$ cat src/rtl/radio_frame_pkg.sv
package radio_frame_pkg;

    localparam int unsigned BYTE_W     = 8;
    localparam int unsigned PAY_BYTES  = 4;
    localparam int unsigned CRC_BYTES  = 2;
    localparam int unsigned PAY_W      = PAY_BYTES * BYTE_W;
    localparam int unsigned CRC_W      = CRC_BYTES * BYTE_W;

    localparam logic [CRC_W-1:0]  CRC_POLY = 16'h1021;
    localparam logic [CRC_W-1:0]  CRC_SEED = 16'hFFFF;
    localparam logic [BYTE_W-1:0] PRE_BYTE = 8'hAA;

    typedef enum logic [0:0] {
        SER_IDLE = 1'b0,
        SER_SEND = 1'b1
    } ser_state_e;

    // CRC over the payload, taking bits in the order they go out (MSB first)
    function automatic logic [CRC_W-1:0] crc_of_payload(input logic [PAY_W-1:0] word);
        logic [CRC_W-1:0] acc;
        logic             fb;
        acc = CRC_SEED;
        for (int k = PAY_W - 1; k >= 0; k--) begin
            fb  = acc[CRC_W-1] ^ word[k];
            acc = {acc[CRC_W-2:0], 1'b0};
            if (fb) acc = acc ^ CRC_POLY;
        end
        return acc;
    endfunction

endpackage

$ cat src/rtl/dclk_edge_sync.sv
module dclk_edge_sync (
    input  logic clk,
    input  logic rst,
    input  logic dclk_i,
    output logic rise_o
);
    logic meta_q;
    logic sync_q;
    logic prev_q;

    always_ff @(posedge clk) begin
        if (rst) begin
            meta_q <= 1'b0;
            sync_q <= 1'b0;
            prev_q <= 1'b0;
        end else begin
            meta_q <= dclk_i;
            sync_q <= meta_q;
            prev_q <= sync_q;
        end
    end

    assign rise_o = sync_q & ~prev_q;

    AST_RISE_SINGLE: assert property (@(posedge clk) disable iff (rst)
        rise_o |=> !rise_o);

endmodule

$ cat src/rtl/frame_assembler.sv
module frame_assembler
    import radio_frame_pkg::*;
#(
    parameter int unsigned PRE_BYTES  = 8,
    parameter int unsigned SYNC_BYTES = 3,
    parameter logic [SYNC_BYTES*BYTE_W-1:0] SYNC_WORD = 24'hD391DA,
    localparam int unsigned PRE_W   = PRE_BYTES * BYTE_W,
    localparam int unsigned SYNC_W  = SYNC_BYTES * BYTE_W,
    localparam int unsigned FRAME_W = PRE_W + SYNC_W + PAY_W + CRC_W
) (
    input  logic [PAY_W-1:0]   payload_i,
    output logic [FRAME_W-1:0] frame_o
);
    logic [PRE_W-1:0] pre_bits;
    logic [CRC_W-1:0] crc_bits;

    for (genvar b = 0; b < PRE_BYTES; b++) begin : g_pre
        assign pre_bits[b*BYTE_W +: BYTE_W] = PRE_BYTE;
    end

    assign crc_bits = crc_of_payload(payload_i);
    assign frame_o  = {pre_bits, SYNC_WORD, payload_i, crc_bits};

endmodule

$ cat src/rtl/bit_serializer.sv
module bit_serializer
    import radio_frame_pkg::*;
#(
    parameter int unsigned FRAME_W = 136,
    localparam int unsigned CNT_W  = $clog2(FRAME_W + 1)
) (
    input  logic               clk,
    input  logic               rst,
    input  logic               start_i,
    input  logic               tick_i,
    input  logic [FRAME_W-1:0] frame_i,
    output logic               sdata_o,
    output logic               sel_o,
    output logic               done_o
);
    localparam logic [CNT_W-1:0] LAST_CNT = CNT_W'(FRAME_W);

    ser_state_e         state_q;
    logic [FRAME_W-1:0] shift_q;
    logic [CNT_W-1:0]   cnt_q;

    always_ff @(posedge clk) begin
        if (rst) begin
            state_q <= SER_IDLE;
            shift_q <= '0;
            cnt_q   <= '0;
            sdata_o <= 1'b0;
            sel_o   <= 1'b0;
            done_o  <= 1'b0;
        end else begin
            done_o <= 1'b0;
            unique case (state_q)
                SER_IDLE: begin
                    if (start_i) begin
                        shift_q <= frame_i;
                        cnt_q   <= '0;
                        sdata_o <= 1'b0;
                        sel_o   <= 1'b1;
                        state_q <= SER_SEND;
                    end
                end
                SER_SEND: begin
                    if (tick_i) begin
                        if (cnt_q == LAST_CNT) begin
                            sdata_o <= 1'b0;
                            sel_o   <= 1'b0;
                            done_o  <= 1'b1;
                            state_q <= SER_IDLE;
                        end else begin
                            sdata_o <= shift_q[FRAME_W-1];
                            shift_q <= {shift_q[FRAME_W-2:0], 1'b0};
                            cnt_q   <= cnt_q + 1'b1;
                        end
                    end
                end
                default: state_q <= SER_IDLE;
            endcase
        end
    end

    AST_DONE_ONE_CYCLE: assert property (@(posedge clk) disable iff (rst)
        done_o |=> !done_o);
    AST_SEL_FALLS_WITH_DONE: assert property (@(posedge clk) disable iff (rst)
        $fell(sel_o) |-> done_o);
    AST_CNT_IN_RANGE: assert property (@(posedge clk) disable iff (rst)
        cnt_q <= LAST_CNT);
    AST_HOLD_BETWEEN_TICKS: assert property (@(posedge clk) disable iff (rst)
        (state_q == SER_SEND && $past(state_q == SER_SEND) && !$past(tick_i))
        |-> $stable(sdata_o));
    AST_BUSY_START_IGNORED: assert property (@(posedge clk) disable iff (rst)
        (state_q == SER_SEND && start_i && !tick_i) |=> $stable(shift_q));
    AST_IDLE_QUIET: assert property (@(posedge clk) disable iff (rst)
        (state_q == SER_IDLE) |-> (!sel_o && !sdata_o));

endmodule

$ cat src/rtl/radio_frame_tx.sv
module radio_frame_tx
    import radio_frame_pkg::*;
#(
    parameter int unsigned PRE_BYTES  = 8,
    parameter int unsigned SYNC_BYTES = 3,
    parameter logic [SYNC_BYTES*8-1:0] SYNC_WORD = 24'hD391DA
) (
    input  logic        clk,
    input  logic        rst,
    input  logic        start_i,
    input  logic [31:0] payload_i,
    input  logic        dclk_i,
    output logic        sdata_o,
    output logic        sel_o,
    output logic        done_o
);
    localparam int unsigned FRAME_W = (PRE_BYTES + SYNC_BYTES + PAY_BYTES + CRC_BYTES) * BYTE_W;

    logic               bit_tick;
    logic [FRAME_W-1:0] frame_w;

    dclk_edge_sync u_sync (
        .clk    (clk),
        .rst    (rst),
        .dclk_i (dclk_i),
        .rise_o (bit_tick)
    );

    frame_assembler #(
        .PRE_BYTES  (PRE_BYTES),
        .SYNC_BYTES (SYNC_BYTES),
        .SYNC_WORD  (SYNC_WORD)
    ) u_frame (
        .payload_i (payload_i),
        .frame_o   (frame_w)
    );

    bit_serializer #(
        .FRAME_W (FRAME_W)
    ) u_ser (
        .clk     (clk),
        .rst     (rst),
        .start_i (start_i),
        .tick_i  (bit_tick),
        .frame_i (frame_w),
        .sdata_o (sdata_o),
        .sel_o   (sel_o),
        .done_o  (done_o)
    );

    AST_START_RAISES_SEL: assert property (@(posedge clk) disable iff (rst)
        (start_i && !sel_o && !done_o) |=> sel_o);
    AST_DONE_ONLY_AT_END: assert property (@(posedge clk) disable iff (rst)
        done_o |-> (!sel_o && !sdata_o));

endmodule

$ cat config.mk
export PLATFORM = sky130hd
export DESIGN_NAME = radio_frame_tx
export DESIGN_NICKNAME = d
export VERILOG_FILES = /design/src/rtl/radio_frame_pkg.sv /design/src/rtl/dclk_edge_sync.sv /design/src/rtl/frame_assembler.sv /design/src/rtl/bit_serializer.sv /design/src/rtl/radio_frame_tx.sv
export SDC_FILE = /design/constraint.sdc
export NUM_CORES = 1
export LEC_CHECK = 0
export BUFFER_PORTS_ARGS = -buffer_cell sky130_fd_sc_hd__buf_2
export CORE_MARGIN = 2
export CORE_UTILIZATION = 45
export DETAILED_ROUTE_END_ITERATION = 7
export MAX_ROUTING_LAYER = met4
export PLACE_DENSITY_LB_ADDON = 0.1
export REMOVE_ABC_BUFFERS = 1
export SLEW_MARGIN = 10
export SYNTH_ARGS = -nofsm -noshare
export SYNTH_HDL_FRONTEND = slang
export SYNTH_HIERARCHICAL = 1
export SYNTH_SLANG_ARGS = --single-unit
export TNS_END_PERCENT = 1
$ cat constraint.sdc
create_clock -name clk -period 6.9 [get_ports clk]
set_clock_uncertainty 0.05 [all_clocks]
set_input_delay 2.07 -clock clk [delete_from_list [all_inputs] [get_ports clk]]
set_output_delay 2.07 -clock clk [all_outputs]
set_load 0.02 [all_outputs]
==> metrics.yaml, run 1 <==
p_leak_nw: 3.60
arrival_ns: 4.33
slew_violations: 0
worstSetupPathType: "input pin to flip-flop"
worst_setup_path_start_kind: "input pin"
setup.worst_path.end_class: "flip-flop"
fin_crit_ns: 4.06
grtUsageTotal_pct: 17.7
fp.dieH_um: 145
synthMuxAreaShare_pct: 15.1
drive_above_1_share_pct: 15.2
yosys.area_share.simple_pct: 10.1
setup_viol: 0
post-route-period-util_pct: 58.9
syn_area_per_cell_um2: 10.1
synth_top_family_by_area: "compound AO/OA/AOI/OAI gates"
clkPwrFrac_pct: 36.7
grt_max_degree: 115
ios: 39
wirelength_mm: 17.5
vias_per_cell: 5.24
clockRootBuffer: "clkbuf_16"
synthArstFlopShare_pct: 0
wire_per_inst_um: 15.6
switchingPower_w: 0.000766
rsz0062_at_grt: "false"
final_common_cell: "dfxtp_1"
insertion_delay_ns: 0.42
ys_seq_area_share_pct: 33.8
ant_nets: 0
cts_made_buffers: 17
internal-power_w: 0.00195
status: "complete, no violations"
synth-xor-area-share_pct: 11.2
hold_viol: 0
rows: 51
synth-compound-area-share_pct: 15.2
slew_headroom_pct: 26.1
cp_max_fo: 5
synth_cells: 890
portBuffers: 38
nFillCells: 1840
top_regs: "u_ser/shift_q: 136 flops, u_ser/cnt_q: 8 flops"
cts_htree_levels: 4
coreArea_um2: 19500
worstMarginPinSlew_ns: 1.11
synth_enable_flop_cells: 0
combPwrFrac_pct: 26.2
start_util_pct: 46.0
fmax_mhz: 246
cts_setup_buffers: 0
synth-adder-area-share_pct: 0.280
worst_hold_path_type: "flip-flop to flip-flop"
yosysUniqueCellTypes: 49
drt-initial-drc-count: 303
syn_to_final_growth_pct: 3.42
grt_pass1_wl_mm: 29.8
via_count: 5867
largest_reg_flops: 136
totalPowerFinal_w: 0.00271
holdBufCountCts: 0
layout_common_cells: "dfxtp_1 (150), nor3_1 (137), mux2i_1 (135), a211oi_1 (95), conb_1 (88)"
place_congestion: 0.792
die_area_um2: 21000
drv_cap: 0
die_w_um: 145
antenna_found_initial: 0
ys.flop_type: "dfxtp_1"
dp.final_hpwl_mm: 10.3
grt.overflow.total: 0
antenna_cells: 0
finalNetCount: 880
cts.sinks: 151
ir_worst_vdd_mv: 0.197
cts_repair_resize_count: 0
clk_pin_slew_ns: 0.06
synth.cell_area_um2: 8950
seqPwrFrac_pct: 37.0
ys_warn_count: 6
cts_tree: "built"
switching_share_pct: 28.2
ys_ff_latch: 151
drc_errors: 0
top_register: "u_ser/shift_q"
worstPathRequired_ns: 7.17
power_density_nw_per_um2: 293
first_pass_iters: 5
final_core_util_pct: 47.6
grt_pass1_vias: 5771
clockBufferDepth: 2
[through the flow]
step           instance area (um^2)  hold WS, ns  setup WS (ns)  TNS (ns)  instances
2_1_floorplan                  8010        0.364          -5.64   -725.92        777
3_3_place_gp                   8610        0.368           2.49         0       1087
3_5_place_dp                   8610        0.376           2.42         0       1087
4_1_cts                        9230        0.390           2.86         0       1118
5_1_grt                        9260        0.414           2.66         0       1119
6_report                       9260        0.387           2.84         0       1119
[Yosys cell counts (all sizes together), types with 2 or more instances]
| cell | n | share of area, % |
|---|---|---|
| buf | 151 | 12 |
| dfxtp | 151 | 34 |
| nor3 | 137 | 7.7 |
| a211oi | 135 | 14 |
| mux2i | 135 | 15 |
| clkbuf | 48 | 2.0 |
| xnor2 | 38 | 3.9 |
| xnor3 | 19 | 4.8 |
| a21oi | 10 | 0.60 |
| xor3 | 7 | 1.9 |
| nor2 | 6 | 0.25 |
| nand2 | 5 | 0.29 |
| nand3 | 5 | 0.28 |
| nor2b | 5 | 0.38 |
| xor2 | 5 | 0.49 |
| inv | 4 | 0.17 |
| nand3b | 3 | 0.25 |
| o21ai | 3 | 0.17 |
| a21o | 2 | 0.18 |
| conb | 2 | 0.084 |
| ha | 2 | 0.28 |
| nand4 | 2 | 0.14 |
[per-layer routing]
layer	vias to the layer above	track usage, %	part of all wire, %
li1	2958	-	-
met1	2808	23.5	48
met2	89	27.7	48
met3	12	3.40	2.8
met4	0	4.75	1.0
met5	-	-	0
[worst max-delay path, cell delays in order]
cell and delay [ns]:
buf_2 0.14, xnor3_1 0.44, xnor3_2 0.47, xnor3_2 0.48, xnor3_1 0.39, mux2i_1 0.07, a211oi_1 0.27
[path summary, 6_finish.rpt]
kind                            cells after the start           from                 to  slack, ns
worst max-delay path                                7  payload_i[21]  u_ser/shift_q[13]       2.84
worst min register to register                      1  u_sync/meta_q      u_sync/sync_q       0.39
worst max register to register                      5  u_ser/state_q   u_ser/shift_q[9]       3.45
worst min-delay path                                1  u_sync/meta_q      u_sync/sync_q       0.39
[area by class of cell]
class / instances / area [um^2] / area share [%]
clock buffer: 17 / 425 / 4.59
clock inverter: 14 / 200 / 2.16
inverter: 4 / 15.0 / 0.162
multi-input combinational: 622 / 4980 / 53.8
sequential: 151 / 3030 / 32.7
tap: 265 / 332 / 3.58
timing repair buffer: 46 / 277 / 2.99
[logic make-up (layout without fill, tap and decap cells)]
group           Yosys count  in the layout
buf+inv                 203             81
simple gates            171            171
compound gates          157            157
flops                   151            151
mux                     135            135
xor+xnor                 69             69
fa+ha+maj                 2              2
other cells               2             88
[power by group through the flow]
stage / combinational (W) / sequential (W) / clock, W
final: 0.000712 / 0.00100 / 0.000996
after global routing: 0.000783 / 0.00101 / 0.00106
after CTS: 0.000717 / 0.00100 / 0.00103
after detailed placement: 0.000711 / 0.00102 / 0
after global placement: 0.000701 / 0.00102 / 0
after floorplan: 0.000586 / 0.00103 / 0
Power figures use the tool's default switching activity.
==> inputs of run 2 (changes only) <==
Clock period 6.9 ns to 4 ns, I/O delays scaled along.
==> metrics.yaml, run 2 (synthesis gave the netlist of run 1 again) <==
worst_hold_path_type: "flip-flop to flip-flop"
clockBufferDepth: 2
syn_to_final_growth_pct: 3.47
rsz0062_at_grt: "false"
fmax_mhz: 314
top_regs: "u_ser/shift_q: 136 flops, u_ser/cnt_q: 8 flops"
grt_max_degree: 145
final_core_util_pct: 47.6
worstMarginPinSlew_ns: 1.06
antenna_found_initial: 0
cts_repair_resize_count: 0
grt.overflow.total: 0
p_leak_nw: 3.59
slew_headroom_pct: 29.3
drv_cap: 0
power_density_nw_per_um2: 488
worstPathRequired_ns: 4.28
insertion_delay_ns: 0.42
use_met3_pct: 3.74
worst_setup_path_start_kind: "input pin"
top_usage_layer: "met2"
cp_slowest_cell: "xnor3_2"
place_congestion: 0.850
tns_ns: 0
use_met1_pct: 22.9
ir_worst_vdd_mv: 0.313
largest_reg_flops: 136
seqCellArea_um2: 3030
drc_errors: 0
slowest_delay_ns: 0.48
cp_num_buf_inv: 1
rows: 51
fin_crit_ns: 3.19
slew_violations: 0
vias_per_cell: 5.22
multiInputGateArea_um2: 4980
drt-initial-drc-count: 278
coreArea_um2: 19500
antenna_cells: 0
first_pass_iters: 4
nFillCells: 1829
fp.dieH_um: 145
cts_made_buffers: 17
ios: 39
final_common_cell: "dfxtp_1"
cts_tree: "built"
layout_common_cells: "dfxtp_1 (150), nor3_1 (137), mux2i_1 (135), a211oi_1 (95), conb_1 (88)"
hold_viol: 0
setup_viol: 0
cts_setup_buffers: 0
clockRootBuffer: "clkbuf_16"
top_register: "u_ser/shift_q"
dp.final_hpwl_mm: 10.1
clk_pin_slew_ns: 0.06
cts.sinks: 151
arrival_ns: 3.47
wirelength_mm: 17.7
cts_htree_levels: 4
setup.worst_path.end_class: "flip-flop"
groute.layer.met2.usage_pct: 29.0
post-route-period-util_pct: 79.7
cp_top_family: "XOR/XNOR gates"
portBuffers: 38
grtUsageTotal_pct: 18.0
crit_chain: "buf_2 -> xnor3_1 -> xnor3_2 -> xnor3_2 -> xnor3_1 -> mux2i_1 -> a211oi_1"
worstSetupPathType: "input pin to flip-flop"
wire_per_inst_um: 15.8
die_area_um2: 21000
via_count: 5846
holdBufCountCts: 0
cp_max_fo: 5
finalNetCount: 880
status: "complete, no violations"
grt_pass1_wl_mm: 30.3
die_w_um: 145
start_util_pct: 46.0
ant_nets: 0
grt_pass1_vias: 5857
drive_above_1_share_pct: 15.3
## run 2: worst reg2reg max path, stage by stage (launching register included)
cell and delay (ns):
dfxtp_4 0.37, buf_12 0.66, nor2b_4 0.30, buf_12 0.26, a311o_1 0.51, a22oi_1 0.17
## run 2: final timing paths
kind,startpoint,end,slack [ns],cells past startpoint
worst max-delay path,payload_i[21],u_ser/shift_q[13],0.81,7
worst min-delay path,u_sync/meta_q,u_sync/sync_q,0.41,1
worst max register to register,u_ser/state_q,u_ser/cnt_q[6],1.61,5
worst min register to register,u_sync/meta_q,u_sync/sync_q,0.41,1
## run 2: routing by layer
metal | routed length [um] | vias to the layer above
li1 | - | 2945
met4 | 186 | 0
met1 | 8470 | 2830
met5 | 0 | -
met2 | 8610 | 57
met3 | 440 | 14
## run 2: through the flow
step | std cells | cell area, um^2 | worst slack [ns] | hold slack [ns] | total power, W
floorplan | 777 | 8010 | -8.54 | 0.364 | 0.00278
global placement | 1088 | 8690 | 0.453 | 0.378 | 0.00296
detailed placement | 1088 | 8690 | 0.389 | 0.393 | 0.00300
CTS | 1120 | 9260 | 0.833 | 0.410 | 0.00459
global route | 1120 | 9260 | 0.721 | 0.415 | 0.00478
finish | 1120 | 9260 | 0.812 | 0.408 | 0.00452
## run 2: power by group
part | internal [W] | total (W) | switching, W | leakage (nW)
Clock | 0.000896 | 0.00156 | 0.000665 | 0.279
Sequential | 0.00165 | 0.00172 | 0.0000747 | 1.25
Combinational | 0.000670 | 0.00124 | 0.000567 | 2.06
Total | 0.00321 | 0.00452 | 0.00131 | 3.59
## run 2: area by class of cell
cell class                      count  share of cell area [%]
Timing Repair Buffer               46                    3.58
Sequential cell                   151                    32.7
Multi-Input combinational cell    622                    53.8
Tap cell                          265                    3.58
Clock inverter                     14                    1.34
Inverter                            4                   0.162
Clock buffer                       18                    4.86
